==> config.mk <==
export PLATFORM = sky130hd
export DESIGN_NAME = sirq_router
export DESIGN_NICKNAME = d
export VERILOG_FILES = /design/src/rtl/sirq_pkg.sv /design/src/rtl/sirq_decode.sv /design/src/rtl/sirq_src_state.sv /design/src/rtl/sirq_route.sv /design/src/rtl/sirq_router.sv
export SDC_FILE = /design/constraint.sdc
export NUM_CORES = 2
export LEC_CHECK = 0
export ABC_AREA = 1
export BUFFER_PORTS_ARGS = -buffer_cell sky130_fd_sc_hd__buf_2
export CAP_MARGIN = 20
export CORE_ASPECT_RATIO = 1.2
export CORE_MARGIN = 1
export CORE_UTILIZATION = 38
export CTS_BUF_LIST = sky130_fd_sc_hd__clkbuf_4 sky130_fd_sc_hd__clkbuf_8 sky130_fd_sc_hd__clkbuf_16
export DETAILED_ROUTE_END_ITERATION = 12
export HOLD_SLACK_MARGIN = 0.12
export PLACE_DENSITY = 0.51
export SETUP_SLACK_MARGIN = 0.15
export SLEW_MARGIN = 10
export SYNTH_ARGS = -nofsm -noshare
export SYNTH_HDL_FRONTEND = slang
export SYNTH_SLANG_ARGS = --single-unit
==> constraint.sdc <==
create_clock -name clk -period 6.75 [get_ports clk]
set_clock_uncertainty 0.05 [all_clocks]
set_input_delay 0.3375 -clock clk [delete_from_list [all_inputs] [get_ports clk]]
set_output_delay 0.3375 -clock clk [all_outputs]
set_load 0.005 [all_outputs]
==> src/rtl/sirq_pkg.sv <==
package sirq_pkg;

  // Word addresses (byte offset / 4) of the register windows
  localparam int unsigned A_PEND    = 'h000;
  localparam int unsigned A_EN      = 'h040;
  localparam int unsigned A_SET     = 'h080;
  localparam int unsigned A_CLR     = 'h0C0;
  localparam int unsigned A_LEVEL   = 'h100;
  localparam int unsigned A_PIN     = 'h400;
  // Processor map slots, 8 words each: slot number = word address / 8
  localparam int unsigned A_VP_SLOT = 'h100;

  localparam int unsigned PIN_FIELD_W = 6;

  // Index of the lowest set bit, 0 when none is set
  function automatic logic [5:0] lowest_set(input logic [31:0] d);
    lowest_set = '0;
    for (int i = 31; i >= 0; i--) begin
      if (d[i]) lowest_set = 6'(i);
    end
  endfunction

endpackage

==> src/rtl/sirq_decode.sv <==
module sirq_decode
  import sirq_pkg::*;
#(
  parameter int N       = 64,
  parameter int NUM_VP  = 2,
  parameter int NUM_PIN = 6,
  parameter int ADDR_W  = 12,
  localparam int PW = (NUM_PIN > 1) ? $clog2(NUM_PIN) : 1,
  localparam int VW = (NUM_VP > 1) ? $clog2(NUM_VP) : 1
) (
  input  logic              wr,
  input  logic [ADDR_W-1:0] addr,
  input  logic [31:0]       wdata,
  output logic [N-1:0]      set_m,
  output logic [N-1:0]      clr_m,
  output logic [N-1:0]      lvl_hit,
  output logic              lvl_val,
  output logic [N-1:0]      pin_hit,
  output logic [PW-1:0]     pin_val,
  output logic              flag_val,
  output logic [N-1:0]      vp_hit,
  output logic              vp_map,
  output logic [VW-1:0]     vp_idx
);

  localparam logic [ADDR_W-1:0] LEVEL_A = ADDR_W'(A_LEVEL);

  logic [5:0] low;
  logic       pin_ok;
  logic       vp_ok;
  logic       lvl_sel;

  assign low      = lowest_set(wdata);
  assign pin_ok   = int'(wdata[PIN_FIELD_W-1:0]) < NUM_PIN;
  assign vp_map   = |wdata;
  assign vp_ok    = !vp_map || (int'(low) < NUM_VP);
  assign vp_idx   = low[VW-1:0];
  assign pin_val  = wdata[PW-1:0];
  assign flag_val = wdata[31];
  assign lvl_val  = wdata[31];
  assign lvl_sel  = wr && (addr == LEVEL_A);

  for (genvar s = 0; s < N; s++) begin : g_src
    localparam logic [ADDR_W-1:0] SET_A = ADDR_W'(A_SET + s / 32);
    localparam logic [ADDR_W-1:0] CLR_A = ADDR_W'(A_CLR + s / 32);
    localparam logic [ADDR_W-1:0] PIN_A = ADDR_W'(A_PIN + s);
    localparam logic [ADDR_W-4:0] VP_S  = (ADDR_W-3)'(A_VP_SLOT + s);

    assign set_m[s]   = wr && (addr == SET_A) && wdata[s % 32];
    assign clr_m[s]   = wr && (addr == CLR_A) && wdata[s % 32];
    assign pin_hit[s] = wr && (addr == PIN_A) && pin_ok;
    assign vp_hit[s]  = wr && (addr[ADDR_W-1:3] == VP_S) && vp_ok;
    assign lvl_hit[s] = lvl_sel && (wdata[30:0] == 31'(s));
  end

endmodule

==> src/rtl/sirq_src_state.sv <==
module sirq_src_state #(
  parameter int N       = 64,
  parameter int NUM_VP  = 2,
  parameter int NUM_PIN = 6,
  localparam int PW = (NUM_PIN > 1) ? $clog2(NUM_PIN) : 1,
  localparam int VW = (NUM_VP > 1) ? $clog2(NUM_VP) : 1
) (
  input  logic            clk,
  input  logic            rst,
  input  logic [N-1:0]    src_in,
  input  logic [N-1:0]    set_m,
  input  logic [N-1:0]    clr_m,
  input  logic [N-1:0]    lvl_hit,
  input  logic            lvl_val,
  input  logic [N-1:0]    pin_hit,
  input  logic [PW-1:0]   pin_val,
  input  logic            flag_val,
  input  logic [N-1:0]    vp_hit,
  input  logic            vp_map,
  input  logic [VW-1:0]   vp_idx,
  output logic [N-1:0]    pend_q,
  output logic [N-1:0]    en_q,
  output logic [N*PW-1:0] pin_q,
  output logic [N-1:0]    flag_q,
  output logic [N-1:0]    vpok_q,
  output logic [N*VW-1:0] vpi_q,
  output logic [N-1:0]    pend_n,
  output logic [N-1:0]    en_n,
  output logic [N*PW-1:0] pin_n,
  output logic [N-1:0]    vpok_n,
  output logic [N*VW-1:0] vpi_n
);

  for (genvar s = 0; s < N; s++) begin : g_src
    logic          src_r;
    logic          pend_r;
    logic          en_r;
    logic [PW-1:0] pin_r;
    logic          flag_r;
    logic          vpok_r;
    logic [VW-1:0] vpi_r;
    logic          flag_nx;

    // software level write takes priority over an input change
    assign pend_n[s] = lvl_hit[s] ? lvl_val :
                       (src_in[s] != src_r) ? src_in[s] : pend_r;
    assign en_n[s]   = set_m[s] ? 1'b1 : (clr_m[s] ? 1'b0 : en_r);
    assign pin_n[s*PW +: PW] = pin_hit[s] ? pin_val : pin_r;
    assign flag_nx   = pin_hit[s] ? flag_val : flag_r;
    assign vpok_n[s] = vp_hit[s] ? vp_map : vpok_r;
    assign vpi_n[s*VW +: VW] = vp_hit[s] ? vp_idx : vpi_r;

    always_ff @(posedge clk) begin
      if (rst) begin
        src_r  <= 1'b0;
        pend_r <= 1'b0;
        en_r   <= 1'b0;
        pin_r  <= '0;
        flag_r <= 1'b1;
        vpok_r <= 1'b0;
        vpi_r  <= '0;
      end else begin
        src_r  <= src_in[s];
        pend_r <= pend_n[s];
        en_r   <= en_n[s];
        pin_r  <= pin_n[s*PW +: PW];
        flag_r <= flag_nx;
        vpok_r <= vpok_n[s];
        vpi_r  <= vpi_n[s*VW +: VW];
      end
    end

    assign pend_q[s]         = pend_r;
    assign en_q[s]           = en_r;
    assign pin_q[s*PW +: PW] = pin_r;
    assign flag_q[s]         = flag_r;
    assign vpok_q[s]         = vpok_r;
    assign vpi_q[s*VW +: VW] = vpi_r;
  end

endmodule

==> src/rtl/sirq_route.sv <==
module sirq_route #(
  parameter int N       = 64,
  parameter int NUM_VP  = 2,
  parameter int NUM_PIN = 6,
  localparam int PW = (NUM_PIN > 1) ? $clog2(NUM_PIN) : 1,
  localparam int VW = (NUM_VP > 1) ? $clog2(NUM_VP) : 1,
  localparam int OW = NUM_VP * NUM_PIN
) (
  input  logic            clk,
  input  logic            rst,
  input  logic [N-1:0]    pend_n,
  input  logic [N-1:0]    en_n,
  input  logic [N*PW-1:0] pin_n,
  input  logic [N-1:0]    vpok_n,
  input  logic [N*VW-1:0] vpi_n,
  output logic [OW-1:0]   irq_q
);

  logic [N-1:0]  live;
  logic [OW-1:0] hit_v;

  assign live = pend_n & en_n & vpok_n;

  for (genvar v = 0; v < NUM_VP; v++) begin : g_vp
    for (genvar p = 0; p < NUM_PIN; p++) begin : g_pin
      logic h;
      always_comb begin
        h = 1'b0;
        for (int s = 0; s < N; s++) begin
          if (live[s] && (vpi_n[s*VW +: VW] == VW'(v)) &&
              (pin_n[s*PW +: PW] == PW'(p)))
            h = 1'b1;
        end
      end
      assign hit_v[v*NUM_PIN + p] = h;
    end
  end

  always_ff @(posedge clk) begin
    if (rst) irq_q <= '0;
    else     irq_q <= hit_v;
  end

endmodule

==> src/rtl/sirq_router.sv <==
module sirq_router
  import sirq_pkg::*;
#(
  parameter int N       = 64,
  parameter int NUM_VP  = 2,
  parameter int NUM_PIN = 6,
  parameter int ADDR_W  = 12
) (
  input  logic                      clk,
  input  logic                      rst,
  input  logic [N-1:0]              src_in,
  input  logic                      reg_wr,
  input  logic                      reg_rd,
  input  logic [ADDR_W-1:0]         reg_addr,
  input  logic [31:0]               reg_wdata,
  output logic [31:0]               reg_rdata,
  output logic [NUM_VP*NUM_PIN-1:0] irq_out
);

  localparam int PW = (NUM_PIN > 1) ? $clog2(NUM_PIN) : 1;
  localparam int VW = (NUM_VP > 1) ? $clog2(NUM_VP) : 1;

  logic [N-1:0]    set_m, clr_m, lvl_hit, pin_hit, vp_hit;
  logic            lvl_val, flag_val, vp_map;
  logic [PW-1:0]   pin_val;
  logic [VW-1:0]   vp_idx;
  logic [N-1:0]    pend_q, en_q, flag_q, vpok_q;
  logic [N*PW-1:0] pin_q, pin_n;
  logic [N*VW-1:0] vpi_q, vpi_n;
  logic [N-1:0]    pend_n, en_n, vpok_n;
  logic [31:0]     rd_word;

  sirq_decode #(.N(N), .NUM_VP(NUM_VP), .NUM_PIN(NUM_PIN), .ADDR_W(ADDR_W)) i_dec (
    .wr(reg_wr), .addr(reg_addr), .wdata(reg_wdata),
    .set_m(set_m), .clr_m(clr_m), .lvl_hit(lvl_hit), .lvl_val(lvl_val),
    .pin_hit(pin_hit), .pin_val(pin_val), .flag_val(flag_val),
    .vp_hit(vp_hit), .vp_map(vp_map), .vp_idx(vp_idx)
  );

  sirq_src_state #(.N(N), .NUM_VP(NUM_VP), .NUM_PIN(NUM_PIN)) i_state (
    .clk(clk), .rst(rst), .src_in(src_in),
    .set_m(set_m), .clr_m(clr_m), .lvl_hit(lvl_hit), .lvl_val(lvl_val),
    .pin_hit(pin_hit), .pin_val(pin_val), .flag_val(flag_val),
    .vp_hit(vp_hit), .vp_map(vp_map), .vp_idx(vp_idx),
    .pend_q(pend_q), .en_q(en_q), .pin_q(pin_q), .flag_q(flag_q),
    .vpok_q(vpok_q), .vpi_q(vpi_q),
    .pend_n(pend_n), .en_n(en_n), .pin_n(pin_n), .vpok_n(vpok_n), .vpi_n(vpi_n)
  );

  sirq_route #(.N(N), .NUM_VP(NUM_VP), .NUM_PIN(NUM_PIN)) i_route (
    .clk(clk), .rst(rst),
    .pend_n(pend_n), .en_n(en_n), .pin_n(pin_n), .vpok_n(vpok_n), .vpi_n(vpi_n),
    .irq_q(irq_out)
  );

  // Read mux: sources beyond N have no decode entry and read as 0
  always_comb begin
    rd_word = '0;
    for (int s = 0; s < N; s++) begin
      if (reg_addr == ADDR_W'(A_PEND + s / 32)) rd_word[s % 32] = pend_q[s];
      if (reg_addr == ADDR_W'(A_EN + s / 32))   rd_word[s % 32] = en_q[s];
      if (reg_addr == ADDR_W'(A_PIN + s))
        rd_word = {flag_q[s], 25'd0, PIN_FIELD_W'(pin_q[s*PW +: PW])};
      if ((reg_addr[ADDR_W-1:3] == (ADDR_W-3)'(A_VP_SLOT + s)) && vpok_q[s])
        rd_word = 32'd1 << vpi_q[s*VW +: VW];
    end
  end

  always_ff @(posedge clk) begin
    if (rst)         reg_rdata <= '0;
    else if (reg_rd) reg_rdata <= rd_word;
  end

endmodule

==> results.md <==
Timing:
- The final critical-path share of the clock period is 110%.
- The remaining max-slew budget at the tightest pin is 13.0%.
- At the pin with the least slew margin, the transition time is 1.30 ns.
- Setup repair after global routing could not meet its margin everywhere.
- The number of hold violations in the final report is 0.
- The worst setup margin is -0.649 ns.
- The total negative slack for setup checks is -1.94 ns.
- The worst-case hold slack is 0.177 ns.
- The clock period minus worst slack is 7.40 ns.
- The total count of max-transition violations in the final report is 0.
- Setup violations remaining at the end of the flow were counted as 5.
- The highest achievable clock rate is 135 MHz.

Status:
- The run finished, with violations left.
- The final reports fail on setup timing.

Synthesis:
- In the synthesized netlist the async set-or-reset flop fraction comes to 0%.
- The share of the yosys chip area belonging to registers is 32.5%.
- The post-synthesis cell type count is 60.
- The average instance area after synthesis is 6.05 sq um.
- The synthesized netlist occupies a cell area of 38100 sq um.
- Among all flip-flop cells after synthesis, the most frequent one is dfxtp_1.
- The synthesis-stage register bit count is 620.
- The number of synthesized flops with an enable pin is 0.
- The count of mapped cells out of synthesis is 6306.
- The number of nets produced by synthesis is 6418.
- The Yosys step of the flow raised 0 warnings.

GRT:
- The first-pass GRT wire length is 320 mm.
- The number of antenna violations at the first check in global routing is 14.
- The number of global-route vias before repair was 45.8k.
- The overall global routing resource usage is 44.1%.
- Global routing finished with a remaining overflow of 0.
- The maximum number of pins on one net before global-route repair is 175.

Pwr:
- The switching component of the power is 2.34 mW.
- The maximum resistive drop on vdd is 193 uV.
- Net switching is 26.0% of the power.
- Power comes to 9.01 mW.
- The sequential fraction of design power is 41.4%.
- Dividing total power by cell area gives a power density of 176 nW/um^2.
- The portion of total power attributed to the clock network is 50.4%.
- The reported leakage power is 22.3 nW.
- The relative contribution of combinational cells to total power is 8.2%.
- The internal power is 6.66 mW.

Floorplan:
- Pin placement for this block handled 156 I/O pins.
- Once the floorplan was initialized, standard cells occupied 38.6% of the core.
- The die covers 102000 sq um.
- The die width is 291 um.
- The floorplan core area is 98800 sq um.
- The height of the die is 349 um.
- In this run the core area contains 126 standard-cell rows.

Routing:
- The final routed DRC violation total is 0.
- In the routed layout, each cell is associated on average with a via count of 5.63.
- Dividing the detail-routed wire length by the instance count gives 26.8 um.
- The detail route stage leaves a number of antenna-violating nets equal to 0.
- The total iterations of the first detailed-routing run is 6.
- After the first detailed-routing iteration, the DRC count stood at 5563.
- Summing over every cut layer, the via total after detailed routing is 48.8k.
- The total wire length after detailed routing is 232 mm.

Setup path:
- Data on the critical path arrives at its endpoint at 7.86 ns.
- The delay contributed by the slowest stage of the critical path is 0.30 ns.
- The most used cell along the critical path is a21oi_1.
- The element type at the critical path end is a flip-flop.
- The slowest stage of the critical path belongs to the cell a221oi_4.
- The worst setup path is of the input pin to flip-flop kind.
- STA puts the critical path data required time at 7.21 ns.
- Of all nets on the critical path, the largest fanout is 4.
- The element type at the critical path start is an input pin.

Placement:
- The congestion estimate from routability-driven global placement came to 1.13.
- The number of placed instances, taps included, is 8414.
- Once placement finished, the instance area stood at 46500 sq um.
- The wire-length estimate of the detail-placed layout is 185 mm.
- Port buffering added 155 buffers.
- OpenSTA, run right after detailed placement, puts the worst setup slack at -1.82 ns.

Cells and area:
- Cells fill 51.8% of the core in the end.
- The number of fillers in the final layout is 10.3k.
- Summing all flip-flop and latch instances after layout gives 12400 sq um.
- In the layout the commonest cells are 1400 x nand2_1, 1064 x nor2_1, 1013 x inv_1, 861 x buf_4, 619 x dfxtp_1.
- The final net count is 7440.
- The number of standard cells in the final layout excluding fillers is 8676.
- The post-route netlist has 19.3% of its cells at a drive strength greater than 1.
- The commonest non-fill, non-tap cell in the layout is nand2_1.
- Summing all non-filler instances in the final layout gives an area of 51200 sq um.
- The area added between synthesis and finish is 34.3%.
- The multi-input logic area is 21700 sq um.

Clock tree:
- The clock tree from TritonCTS is done.
- After clock tree synthesis, the clock-pin slew on the worst setup and hold paths is 0.06 ns.
- In this run the deepest clock path goes through 3 buffers.
- The clock net sink count is 620.
- The clock tree synthesis step divided the H-tree into 3 levels.
- Clock tree synthesis selected as its root buffer the cell clkbuf_16.
- Clock latency on the worst-skew pair, taken at its later pin, is 0.67 ns.
- Buffers inserted during clock tree synthesis total 76.

Hold path:
- The worst min-delay path category is input pin to flip-flop.

Flow run:
- The tool flagged a number of max-cap violations equal to 0.
## power by group through the flow
stage,clock [mW],combinational (mW),sequential (mW)
global placement,0,0.644,3.81
floorplan,0,0.269,3.81
CTS,4.55,0.694,3.73
detailed placement,0,0.647,3.81
finish,4.54,0.739,3.73
global route,4.70,0.758,3.74
## kinds of logic after synthesis
kind of cell | share of synthesized area [%]
buffers and inverters | 12.4
AOI/OAI and AO/OA | 16.6
DFF | 32.5
and+or+nand+nor | 37.6
adders and majority gates | 0.814
## registers in the layout (all words and copies together) (netlist names)
name / cells
i_state.g_src.vpok_r: 64
i_state.g_src.src_r: 64
i_state.g_src.vpi_r: 64
i_state.g_src.pin_r: 192
reg_rdata: 32
i_route.irq_q: 12
i_state.g_src.pend_r: 64
i_state.g_src.flag_r: 64
i_state.g_src.en_r: 64
## final timing paths
check                                               start                      end  slack, ns  depth (start not counted)
worst max-delay path                          reg_addr[8]             reg_rdata[2]      -0.65                         50
worst min-delay path                                  rst  i_state.g_src[51].vpi_r       0.18                          2
worst max register to register  i_state.g_src[1].pin_r[2]             reg_rdata[2]      -0.61                         44
worst min register to register              reg_rdata[24]            reg_rdata[24]       0.41                          2
## timing repair
action                                  in CTS  in global routing
cloned                                       1                  2
hold buffers                                64                  0
resized for setup                          125                101
endpoints found under the setup margin       6                  8
pin swaps                                   47                 51
endpoints found under the hold margin       65                  0
buffers inserted                            43                  6
## Yosys cell counts (4+ instances only)
cell type  number  share of area (%)
a2111oi_0      46                1.1
a211o_1         4              0.092
a211oi_1       36               0.71
a21boi_0        4              0.079
a21oi_1       193                2.5
a221oi_1       32               0.73
a221oi_2       16               0.63
a22o_1          6               0.14
a41oi_1         8               0.18
buf_1          18               0.18
buf_2          13               0.17
buf_6           7               0.21
clkbuf_1      150                1.5
dfxtp_1       620                 33
inv_1        1028                 10
inv_2           7              0.069
maj3_1         31               0.81
nand2_1      1420                 14
nand3_1       126                1.7
nand4_1       141                2.3
nor2_1       1075                 11
nor2_2          4              0.066
nor3_1        537                7.0
nor4_1         49               0.80
o2111ai_1      44                1.0
o211ai_1       72                1.4
o21ai_0       430                5.6
o21ai_1        18               0.24
o221ai_1        7               0.16
o311ai_0       29               0.67
o31ai_1        37               0.73
o32ai_1         5               0.11
or2_2          43               0.71
## layout make-up
cell class / count / area share, %
antenna: 8 / 0.0391
clock buffer: 108 / 4.45
clock inverter: 30 / 0.830
inverter: 1039 / 7.67
multi-input combinational: 4454 / 42.4
sequential: 620 / 24.2
tap: 1280 / 3.13
timing repair buffer: 1137 / 17.3
## worst max-delay path, delay by kind of cell
kind	cells	cell delay (ns)
buffers and inverters	3	0.34
AOI/OAI and AO/OA	37	6.06
and+or+nand+nor	10	1.12
## metal layers
layer	wire [um]	track usage, %	vias to the layer above
met2	103000	70.1	2661
met5	59	0	-
met1	87000	51.8	22850
met3	21000	8.48	670
li1	-	-	22624
met4	21500	35.7	8
Power figures use the tool's default switching activity.
